<file path="config.mk">
export PLATFORM = sky130hd
export DESIGN_NAME = pc_sequencer
export DESIGN_NICKNAME = d
export VERILOG_FILES = /design/src/rtl/pcs_pkg.sv /design/src/rtl/pcs_decode.sv /design/src/rtl/pcs_target.sv /design/src/rtl/pcs_state.sv /design/src/rtl/pc_sequencer.sv
export SDC_FILE = /design/constraint.sdc
export NUM_CORES = 1
export LEC_CHECK = 0
export BUFFER_PORTS_ARGS = -buffer_cell sky130_fd_sc_hd__buf_2
export CAP_MARGIN = 15
export CORE_MARGIN = 2
export CORE_UTILIZATION = 52
export DETAILED_ROUTE_END_ITERATION = 10
export GPL_TIMING_DRIVEN = 0
export PLACE_DENSITY_LB_ADDON = 0.3
export REMOVE_ABC_BUFFERS = 1
export SYNTH_ARGS = -nofsm -noshare
export SYNTH_HDL_FRONTEND = slang
export SYNTH_SLANG_ARGS = --single-unit
export TNS_END_PERCENT = 30
</file>
<file path="constraint.sdc">
create_clock -name clk -period 2.9 [get_ports clk]
set_input_delay 0.435 -clock clk [delete_from_list [all_inputs] [get_ports clk]]
set_output_delay 0.435 -clock clk [all_outputs]
set_load 0.01 [all_outputs]
</file>
<file path="src/rtl/pcs_pkg.sv">
package pcs_pkg;
  localparam int OPC_W = 6;
  localparam logic [OPC_W-1:0] OPC_JDIR    = 6'b000010;
  localparam logic [OPC_W-1:0] OPC_SPECIAL = 6'b000000;
  localparam logic [OPC_W-1:0] FN_JREG     = 6'b001000;

  typedef enum logic [1:0] {
    FLOW_SEQ  = 2'd0,
    FLOW_JDIR = 2'd1,
    FLOW_JREG = 2'd2
  } flow_e;
endpackage

</file>
<file path="src/rtl/pcs_decode.sv">
module pcs_decode
  import pcs_pkg::*;
#(
  parameter int XLEN = 32
) (
  input  logic [XLEN-1:0]      instr,
  output flow_e                kind,
  output logic [XLEN-OPC_W-1:0] jidx
);
  logic [OPC_W-1:0] opc;
  logic [OPC_W-1:0] fn;

  assign opc  = instr[XLEN-1 -: OPC_W];
  assign fn   = instr[OPC_W-1:0];
  assign jidx = instr[XLEN-OPC_W-1:0];

  always_comb begin
    kind = FLOW_SEQ;
    if (opc == OPC_JDIR) begin
      kind = FLOW_JDIR;
    end else if (opc == OPC_SPECIAL && fn == FN_JREG) begin
      kind = FLOW_JREG;
    end
  end
endmodule

</file>
<file path="src/rtl/pcs_target.sv">
module pcs_target
  import pcs_pkg::*;
#(
  parameter int XLEN = 32
) (
  input  flow_e                      kind,
  input  logic [OPC_W-3:0]           region,
  input  logic [XLEN-OPC_W-1:0]      jidx,
  input  logic [XLEN-1:0]            reg_val,
  output logic [XLEN-1:0]            tgt
);
  localparam logic [XLEN-1:0] ALIGN_MASK = ~XLEN'(3);

  always_comb begin
    case (kind)
      FLOW_JDIR: tgt = {region, jidx, 2'b00};
      FLOW_JREG: tgt = reg_val & ALIGN_MASK;
      default:   tgt = '0;
    endcase
  end
endmodule

</file>
<file path="src/rtl/pcs_state.sv">
module pcs_state
  import pcs_pkg::*;
#(
  parameter int              XLEN      = 32,
  parameter logic [XLEN-1:0] BOOT_ADDR = 32'h0040_0000
) (
  input  logic            clk,
  input  logic            rst,
  input  logic            adv_en,
  input  flow_e           kind,
  input  logic [XLEN-1:0] seq_pc,
  input  logic [XLEN-1:0] new_tgt,
  output logic [XLEN-1:0] pc_q,
  output logic            slot_q,
  output logic            err_q
);
  logic [XLEN-1:0] tgt_q;

  always_ff @(posedge clk) begin
    if (rst) begin
      pc_q   <= BOOT_ADDR;
      slot_q <= 1'b0;
      tgt_q  <= '0;
      err_q  <= 1'b0;
    end else begin
      err_q <= 1'b0;
      if (adv_en) begin
        if (slot_q) begin
          pc_q   <= tgt_q;
          slot_q <= 1'b0;
          err_q  <= (kind != FLOW_SEQ);
        end else begin
          pc_q <= seq_pc;
          if (kind != FLOW_SEQ) begin
            slot_q <= 1'b1;
            tgt_q  <= new_tgt;
          end
        end
      end
    end
  end
endmodule

</file>
<file path="src/rtl/pc_sequencer.sv">
module pc_sequencer
  import pcs_pkg::*;
#(
  parameter int              XLEN      = 32,
  parameter logic [XLEN-1:0] BOOT_ADDR = 32'h0040_0000
) (
  input  logic            clk,
  input  logic            rst,
  input  logic            adv_en,
  input  logic [XLEN-1:0] instr,
  input  logic [XLEN-1:0] reg_val,
  output logic [XLEN-1:0] pc_out,
  output logic            in_slot,
  output logic            nested_err
);
  localparam int IDX_W    = XLEN - OPC_W;
  localparam int REGION_W = XLEN - IDX_W - 2;

  flow_e               kind;
  logic [IDX_W-1:0]    jidx;
  logic [XLEN-1:0]     pc_q;
  logic [XLEN-1:0]     seq_pc;
  logic [XLEN-1:0]     new_tgt;
  logic                slot_q;
  logic                err_q;

  assign seq_pc = pc_q + XLEN'(4);

  pcs_decode #(.XLEN(XLEN)) u_dec (
    .instr (instr),
    .kind  (kind),
    .jidx  (jidx)
  );

  pcs_target #(.XLEN(XLEN)) u_tgt (
    .kind    (kind),
    .region  (seq_pc[XLEN-1 -: REGION_W]),
    .jidx    (jidx),
    .reg_val (reg_val),
    .tgt     (new_tgt)
  );

  pcs_state #(.XLEN(XLEN), .BOOT_ADDR(BOOT_ADDR)) u_st (
    .clk     (clk),
    .rst     (rst),
    .adv_en  (adv_en),
    .kind    (kind),
    .seq_pc  (seq_pc),
    .new_tgt (new_tgt),
    .pc_q    (pc_q),
    .slot_q  (slot_q),
    .err_q   (err_q)
  );

  assign pc_out     = pc_q;
  assign in_slot    = slot_q;
  assign nested_err = err_q;
endmodule

</file>
# Yosys cells after proc, flatten, opt, wreduce, memory -nomap -nowiden
# Cells that the tools add are included.
# W data, S select, Z words.
dict set report word_totals {
  out_inout_bits 34
  input_bits 67
  regBits 66
  elab_cells 22
}
dict set report op_classes {
  reduce_logical 5
  eq_ne 4
  add_sub_neg 1
  bitwise 2
  muxes 6
}
# op count
set op_table {}
lappend op_table {{$pmux W32 S2} 1}
lappend op_table {{$add A32 B3 Y32 const B} 1}
lappend op_table {{$mux W32} 1}
lappend op_table {{$eq A6 B2 Y1 const B} 1}
lappend op_table {{$eq A6 B4 Y1 const B} 1}
lappend op_table {{$logic_not A6 Y1} 1}
lappend op_table {{$mux W2} 2}
lappend op_table {{$reduce_and A3 Y1} 1}
lappend op_table {{$reduce_or A3 Y1} 1}
lappend op_table {{$eq A2 B1 Y1 const B} 1}
lappend op_table {{$eq A2 B2 Y1 const B} 1}
lappend op_table {{$mux W1} 2}
lappend op_table {{$not A1 Y1} 2}
lappend op_table {{$reduce_bool A2 Y1} 1}
lappend op_table {{$logic_and A1 B1 Y1} 1}

# Longest topological paths before layout
# Gate-level depths: netlist (run 1).
dict set report logic_depth {
  ltp_word 7
  depth_mapped 7
  ltp_nobuf 6
}

# By module
# From an unflattened synthesis (run 1), not the netlist that was laid out.
dict set report hier_totals {
  cells_unflattened 451
  hier_area_um2 4036.4
}
# mod seq_area_each_um2 cells_per_inst area_per_inst_um2 instances
set modules_own_cells {}
lappend modules_own_cells {pcs_state 1321.3 263 2782.7 1}
lappend modules_own_cells {pc_sequencer 0.0 81 565.5 1}
lappend modules_own_cells {pcs_target 0.0 76 449.2 1}
lappend modules_own_cells {pcs_decode 0.0 31 239.0 1}

# Worst setup path before layout (run 1)
# No wires, ideal clock.
dict set report synth_path {
  kind {register to register}
  start {reg u_st.pc_q[2]}
  end {reg u_st.tgt_q[28]}
  arrival_ns 1.970
  synth_period_minus_slack_ns 2.107
  path_stages_with_launch 8
  required_time_ns 2.763
  n_path_buf 1
  setup_time_ns 0.137
  setup_slack_ns 0.793
  path_cell_list {dfxtp_1 ha_1 nand3_1 or4_1 clkbuf_1 o31a_1 o21ai_0 a31oi_1}
}
dict set report synth_between {
  elab_chain_len 2
}
# item line_no
set synth_rtl {}
lappend synth_rtl {{from (decl)} pcs_state.sv:13} ;# output logic [XLEN-1:0] pc_q,
lappend synth_rtl {{from (signal assigned)} pcs_state.sv:29} ;# pc_q <= tgt_q;
lappend synth_rtl {{from (signal assigned)} pcs_state.sv:33} ;# pc_q <= seq_pc;
lappend synth_rtl {{$add A32 B3 Y32} pc_sequencer.sv:27} ;# assign seq_pc = pc_q + XLEN'(4);
lappend synth_rtl {{$pmux W32 S2} pcs_target.sv:15} ;# case (kind)
lappend synth_rtl {{to (signal assigned)} pcs_state.sv:36} ;# tgt_q <= new_tgt;
lappend synth_rtl {{to (decl)} pcs_state.sv:17} ;# logic [XLEN-1:0] tgt_q;
# Every way passes these cells.
# A chain may end at the register's enable or synchronous reset.

# Worst setup path after layout (run 1)
dict set report layout_path {
  start {in adv_en}
  end {reg u_st.tgt_q[14]}
}
dict set report layout_between {
  elab_chain_len 1
}
# item line_no
set layout_rtl {}
lappend layout_rtl {{from (decl)} pc_sequencer.sv:9} ;# input logic adv_en,
lappend layout_rtl {{$reduce_and A3 Y1 (no line)} n/a}
# Every way passes these cells.

==> metrics.yaml, run 1 <==
status: "completed"
post_dp_cell_area_um2: 3780
grt_pass1_vias: 3139
routed_via_density: 6.26
p_leak_nw: 1.50
hold_viol_final: 0
synth_top_family_by_area: "compound AO/OA/AOI/OAI gates"
ys_warn_count: 0
tightestPinTransition_ns: 0.998
period_needed_ns: 2.62
root_buffer: "clkbuf_8"
grt_usage_pct: 25.1
cts-buffers-inserted: 9
post-cts-setup-buffer-count: 0
fin_cells: 569
cap_violations: 0
dieHeight_um: 83.9
synth_compound_area_share_pct: 32.3
synth_edf_count: 0
io_pins: 101
worstPathCellList: "buf_2, clkinvlp_4, nor2_1, o211a_4, buf_12, nor2_1, a211oi_1"
crit_fanout: 36
reg2regPathDepth: 6
tritoncts: "done"
worstHoldStart: "reg_val[28]"
slew_headroom_pct: 33.5
fp.dieW_um: 83.9
grt_antenna_before_repair: 0
slowest_delay_ns: 0.52
final_nets: 556
vias: 3563
initial_core_util_pct: 52.9
drc: 0
fin_crit_sh_pct: 90.4
irDropWorstVdd_v: 0.000298
clock_path_buffers: 2
fin_area_um2: 4020
grt_max_degree: 54
regToRegEndpoint: "u_st.pc_q[26]"
syn_avg_cell_area_um2: 8.04
grt_pass1_wl_mm: 14.6
fin_util_pct: 64.1
coreArea_um2: 6280
die-area_um2: 7040
port_buffers: 96
clock_sinks: 62
ys.flop_type: "dfxtp_1"
fin_worst_skew_ns: 0.00744
synth_xor_area_share_pct: 0.528
synth-simple-area-share_pct: 20.7
cts.clk_slew.worst_paths_ns: 0.07
critPathArrivalTime_ns: 2.86
synth_adder_area_share_pct: 0.377
crit_top_cell: "nor2_1"
cp-end-kind: "flop"
nFillCells: 567
whs_path_depth: 3
worstPathRequired_ns: 3.14
htree_levels: 3
clk_latency_ns: 0.34
num_antenna_cells: 0
wirelength_mm: 9.14
worstHoldEndpoint: "u_st.tgt_q[28]"
hold_path_class: "input port to flop"
ant_nets: 0
rsz0062_at_grt: "no"
syn-cell-area_um2: 3320
final.setup.worst_slack_ns: 0.278
slew_violations: 0
finalSetupViolations: 0
ys_types: 46
dr.pass1.iters: 5
cp-start-kind: "input port"
ys_seq_elements: 62
layout_common_cells: "96 x buf_2, 61 x dfxtp_1, 56 x nor2_1"
area_growth_pct: 21.2
place_inst: 551
synth.area.mux_share_pct: 2.71
crit_slowest_cell: "buf_2"
fmax_mhz: 381
gp_congestion: 0.825
yosysSeqAreaShare_pct: 37.4
netlist_instances: 413
place_ws_ns: -0.166
ff2ff_setup_slack_ns: 0.34
async_flop_share_pct: 0
critical_path_class: "input port to flop"
wl_per_cell_um: 16.1
row_count: 29
p_per_area_nw_per_um2: 425
mostFrequentLayoutCell: "buf_2"
dp_hpwl_mm: 5.95
grt_remaining_overflow: 0
drive_gt1_share_pct: 25.8
r2r-start: "u_st.pc_q[2]"
drt-initial-drc-count: 330
==> power by group <==
group	switching, mW	total [mW]	internal [mW]
clock	0.329	0.738	0.409
sequential	0.00710	0.864	0.857
combinational	0.0617	0.109	0.0468
==> cells in the mapped netlist (2+ instances only) <==
library cell	n	area, µm²
buf_2	12	60.1
or3_1	2	12.5
clkbuf_1	23	86.3
nor2_1	56	210
o31ai_1	5	37.5
a21oi_1	23	115
o21ai_0	25	125
nand4_1	4	25.0
a21o_1	3	22.5
a211oi_1	33	248
or4_1	3	22.5
a22o_1	4	35.0
a311oi_1	2	17.5
o31a_1	2	17.5
inv_1	8	30.0
nor3_1	8	40.0
and4_1	4	35.0
a22oi_1	38	285
nor4_1	5	31.3
and3_1	6	37.5
a32o_1	5	50.1
buf_4	2	15.0
o41ai_1	2	17.5
nand3_1	10	50.1
and2_1	3	18.8
dfxtp_1	62	1240
mux2i_1	9	90.1
nand2_1	24	90.1
a31o_2	3	26.3
nor4_2	2	25.0
a31oi_1	6	37.5
nor2b_1	5	31.3
==> cell type report <==
| class | instances | area, µm² | area share, % |
|---|---|---|---|
| Multi-Input combinational cell | 306 | 1890 | 47.1 |
| Sequential cell | 62 | 1240 | 30.9 |
| Timing Repair Buffer | 100 | 563 | 14.0 |
| Clock buffer | 10 | 138 | 3.42 |
| Tap cell | 77 | 96.3 | 2.40 |
| Clock inverter | 5 | 50.0 | 1.24 |
| Inverter | 8 | 33.8 | 0.840 |
| Timing Repair inverter | 1 | 5.00 | 0.124 |
==> critical path: cells and delay by family <==
kind | cells | cell delay (ns)
simple gates | 2 | 0.54
compound gates | 2 | 0.63
buf+inv | 3 | 1.23
==> state kept, by name (all words and copies together) (netlist names) <==
signal and count:
u_st.err_q 1, u_st.slot_q 1, u_st.tgt_q 30, u_st.pc_q 30
==> worst max path at each step <==
stage	start	to	slack (ns)	cells after the start
3_3_place_gp	adv_en	u_st.tgt_q[30]	-0.79	6
6_report	adv_en	u_st.tgt_q[14]	0.28	7
2_1_floorplan	u_st.slot_q	u_st.tgt_q[29]	0.23	3
5_1_grt	adv_en	u_st.tgt_q[14]	0.09	7
4_1_cts	adv_en	u_st.tgt_q[30]	0.18	7
3_5_place_dp	adv_en	u_st.tgt_q[30]	-0.17	7
==> logic make-up (layout without fill, tap and decap cells) <==
kind of cell	after synthesis	count (layout)
fa+ha+maj	1	1
compound gates	155	155
xor+xnor	2	2
other cells	1	2
simple gates	137	137
buf+inv	46	124
flops	62	62
mux	9	9
==> per-stage QoR <==
step | power, mW | TNS, ns | hold WS, ns
4_1_cts | 1.71 | 0 | 0.363
3_5_place_dp | 0.988 | -2.88 | 0.490
2_1_floorplan | 0.914 | 0 | 0.462
6_report | 1.71 | 0 | 0.359
3_3_place_gp | 0.984 | -26.54 | 0.486
5_1_grt | 1.77 | 0 | 0.377
==> per-layer routing <==
metal  part of all wire, %  GRT usage (%)
met5                     0              0
met1                    42           32.8
met4                   1.9           9.53
met3                   7.2           4.25
met2                    49           41.3
==> timing repair <==
item | in CTS | in global routing
setup endpoints to repair | 0 | 18
gates resized for setup | 0 | 2
hold buffers | 0 | 0
Power figures use the tool's default switching activity.
==> run 2: changes to the inputs <==
--- a/config.mk
+++ b/config.mk
@@ -5,10 +5,11 @@
 export SDC_FILE = /design/constraint.sdc
 export NUM_CORES = 1
 export LEC_CHECK = 0
+export ABC_AREA = 1
 export BUFFER_PORTS_ARGS = -buffer_cell sky130_fd_sc_hd__buf_2
 export CAP_MARGIN = 15
 export CORE_MARGIN = 2
-export CORE_UTILIZATION = 52
+export CORE_UTILIZATION = 54
 export DETAILED_ROUTE_END_ITERATION = 10
 export GPL_TIMING_DRIVEN = 0
 export PLACE_DENSITY_LB_ADDON = 0.3
==> run 2 against run 1 <==
Worst hold slack better by 0.027 ns. Sequential power about the same. Largest power group unchanged. Via count up 16%. Critical endpoint is now u_st.tgt_q[19].
==> metrics.yaml, run 2 <==
ys_warn_count: 0
worstPathRequired_ns: 3.11
wl_met1_mm: 4.65
area_growth_pct: 16.0
tritoncts: "done"
dr.pass1.iters: 5
wl_met3_um: 674
multi_input_comb_area_um2: 2090
routed.top_layer: "met4"
grt_pass1_vias: 3683
grt_pass1_wl_mm: 16.5
cts_hold_buf: 0
synth_most_common_cell: "nand2_1"
slew_violations: 0
root_buffer: "clkbuf_8"
crit_fanout: 45
ff2ff_setup_slack_ns: 0.85
ys_top_cells_by_area: "dfxtp_1 32%, nand2_1 20%, inv_1 9.7%"
top_regs: "u_st.pc_q x30, u_st.tgt_q x30"
ys_top_cells_by_count: "203 x nand2_1, 101 x inv_1, 94 x nor2_1"
wl_met2_mm: 4.52
fin_crit_sh_pct: 84.3
critPathBufInv: 3
cap_violations: 0
slowest_delay_ns: 0.60
mostFrequentLayoutCell: "nand2_1"
total_power_mw: 1.72
hold_path_class: "input port to flop"
drc: 0
routed_via_density: 4.96
io_pins: 101
period_needed_ns: 2.44
crit_slowest_cell: "nor2_4"
ant_nets: 0
ys_seq_elements: 62
grt_max_degree: 46
nFillCells: 655
power_frac_seq_pct: 50.3
gp_congestion: 0.961
tightestPinTransition_ns: 0.972
coreArea_um2: 6870
drt-initial-drc-count: 298
p_per_area_nw_per_um2: 380
htree_levels: 3
dp_hpwl_mm: 7.28
clock_path_buffers: 2
post-cts-setup-buffer-count: 0
clockPowerShare_pct: 42.9
p_leak_nw: 2.20
worstPathCellList: "buf_2, inv_2, nor2_4, nand2_4, inv_2, a21oi_1"
clock_sinks: 62
critPathArrivalTime_ns: 2.66
num_antenna_cells: 0
crit_top_cell: "inv_2"
row_count: 30
grt_usage_pct: 26.8
grt_remaining_overflow: 0
rsz0062_at_grt: "no"
async_flop_share_pct: 0
yosys.area.top_type: "dfxtp_1"
fp.dieW_um: 88.9
cp-end-kind: "flop"
yosysSeqAreaShare_pct: 31.9
status: "completed"
dieHeight_um: 88.9
ys.flop_type: "dfxtp_1"
ys_types: 33
p_comb_share_pct: 6.9
final_nets: 802
fin_worst_skew_ns: 0.00598
yosysTopAreaCellShare_pct: 31.9
syn-cell-area_um2: 3890
die-area_um2: 7900
wirelength_mm: 10.1
netlist_instances: 653
cts-buffers-inserted: 9
wl_per_cell_um: 12.1
port_buffers: 96
critPathTopFamily: "buffers and inverters"
initial_core_util_pct: 56.6
tns_ns: 0
synth_edf_count: 0
power.switching_mw: 0.417
seq_area_um2: 1240
syn_avg_cell_area_um2: 5.96
cp-start-kind: "input port"
finalSetupViolations: 0
irDropWorstVdd_v: 0.000224
clk_latency_ns: 0.34
vias: 4142
post_cts_resized: 0
fmax_mhz: 409
switching_share_pct: 24.3
grt_antenna_before_repair: 0
hold_viol_final: 0
slew_headroom_pct: 35.1
cts.clk_slew.worst_paths_ns: 0.07
critical_path_class: "input port to flop"
layout_common_cells: "203 x nand2_1, 101 x inv_1, 96 x buf_2"
drive_gt1_share_pct: 18.0
p_int_mw: 1.30
-- run 2: path summary, 6_finish.rpt --
check / from / depth (start not counted) / endpoint
worst max-delay path: adv_en / 6 / u_st.tgt_q[19]
worst min-delay path: reg_val[4] / 3 / u_st.tgt_q[4]
worst max register to register: u_st.slot_q / 4 / u_st.tgt_q[19]
worst min register to register: u_st.tgt_q[10] / 2 / u_st.pc_q[10]
-- run 2: final cells by class --
class                           count  area share, %
Timing Repair Buffer               96           10.6
Clock inverter                      4           1.05
Tap cell                           96           2.66
Inverter                          107           8.90
Sequential cell                    62           27.5
Clock buffer                       12           2.99
Multi-Input combinational cell    458           46.3
-- run 2: through the flow --
stage               cell area, µm²  hold WS, ns  setup slack, ns  std cells  utilization [%]
floorplan                     3730        0.455             1.12        627                -
global placement              4330        0.478            0.138        819             63.1
detailed placement            4330        0.485            0.143        819             63.1
finish                        4510        0.386            0.456        835             65.7
CTS                           4510        0.378            0.493        835             65.7
global route                  4510        0.376            0.290        835             65.7
-- run 2: logic make-up (layout without fill, tap and decap cells) --
logic type | after synthesis | after routing | synth area share [%]
AOI/OAI and AO/OA | 107 | 107 | 15.1
and+or+nand+nor | 340 | 340 | 36.2
other | 1 | 2 | 0.0964
xor gates and xnor gates | 8 | 8 | 1.80
DFF | 62 | 62 | 31.9
adders and majority gates | 1 | 1 | 0.321
buffers and inverters | 134 | 219 | 14.5
-- run 2: power groups by stage --
stage                     Clock, mW  Sequential (mW)  Combinational, mW
final                         0.735            0.862              0.118
after CTS                     0.738            0.862              0.117
after floorplan                   0            0.882             0.0445
after detailed placement          0            0.882              0.117
after global placement            0            0.881              0.114
after global routing          0.779            0.863              0.133
-- run 2: tightest hold or removal path, stage by stage --
cell	delay (ns)
buf_2	0.08
a21oi_1	0.06
a21oi_1	0.12
-- run 2: per-layer routing --
metal,vias up,track usage (%)
met3,24,5.26
met5,-,0
met4,0,9.09
li1,2170,-
met2,159,42.2
met1,1789,36.9
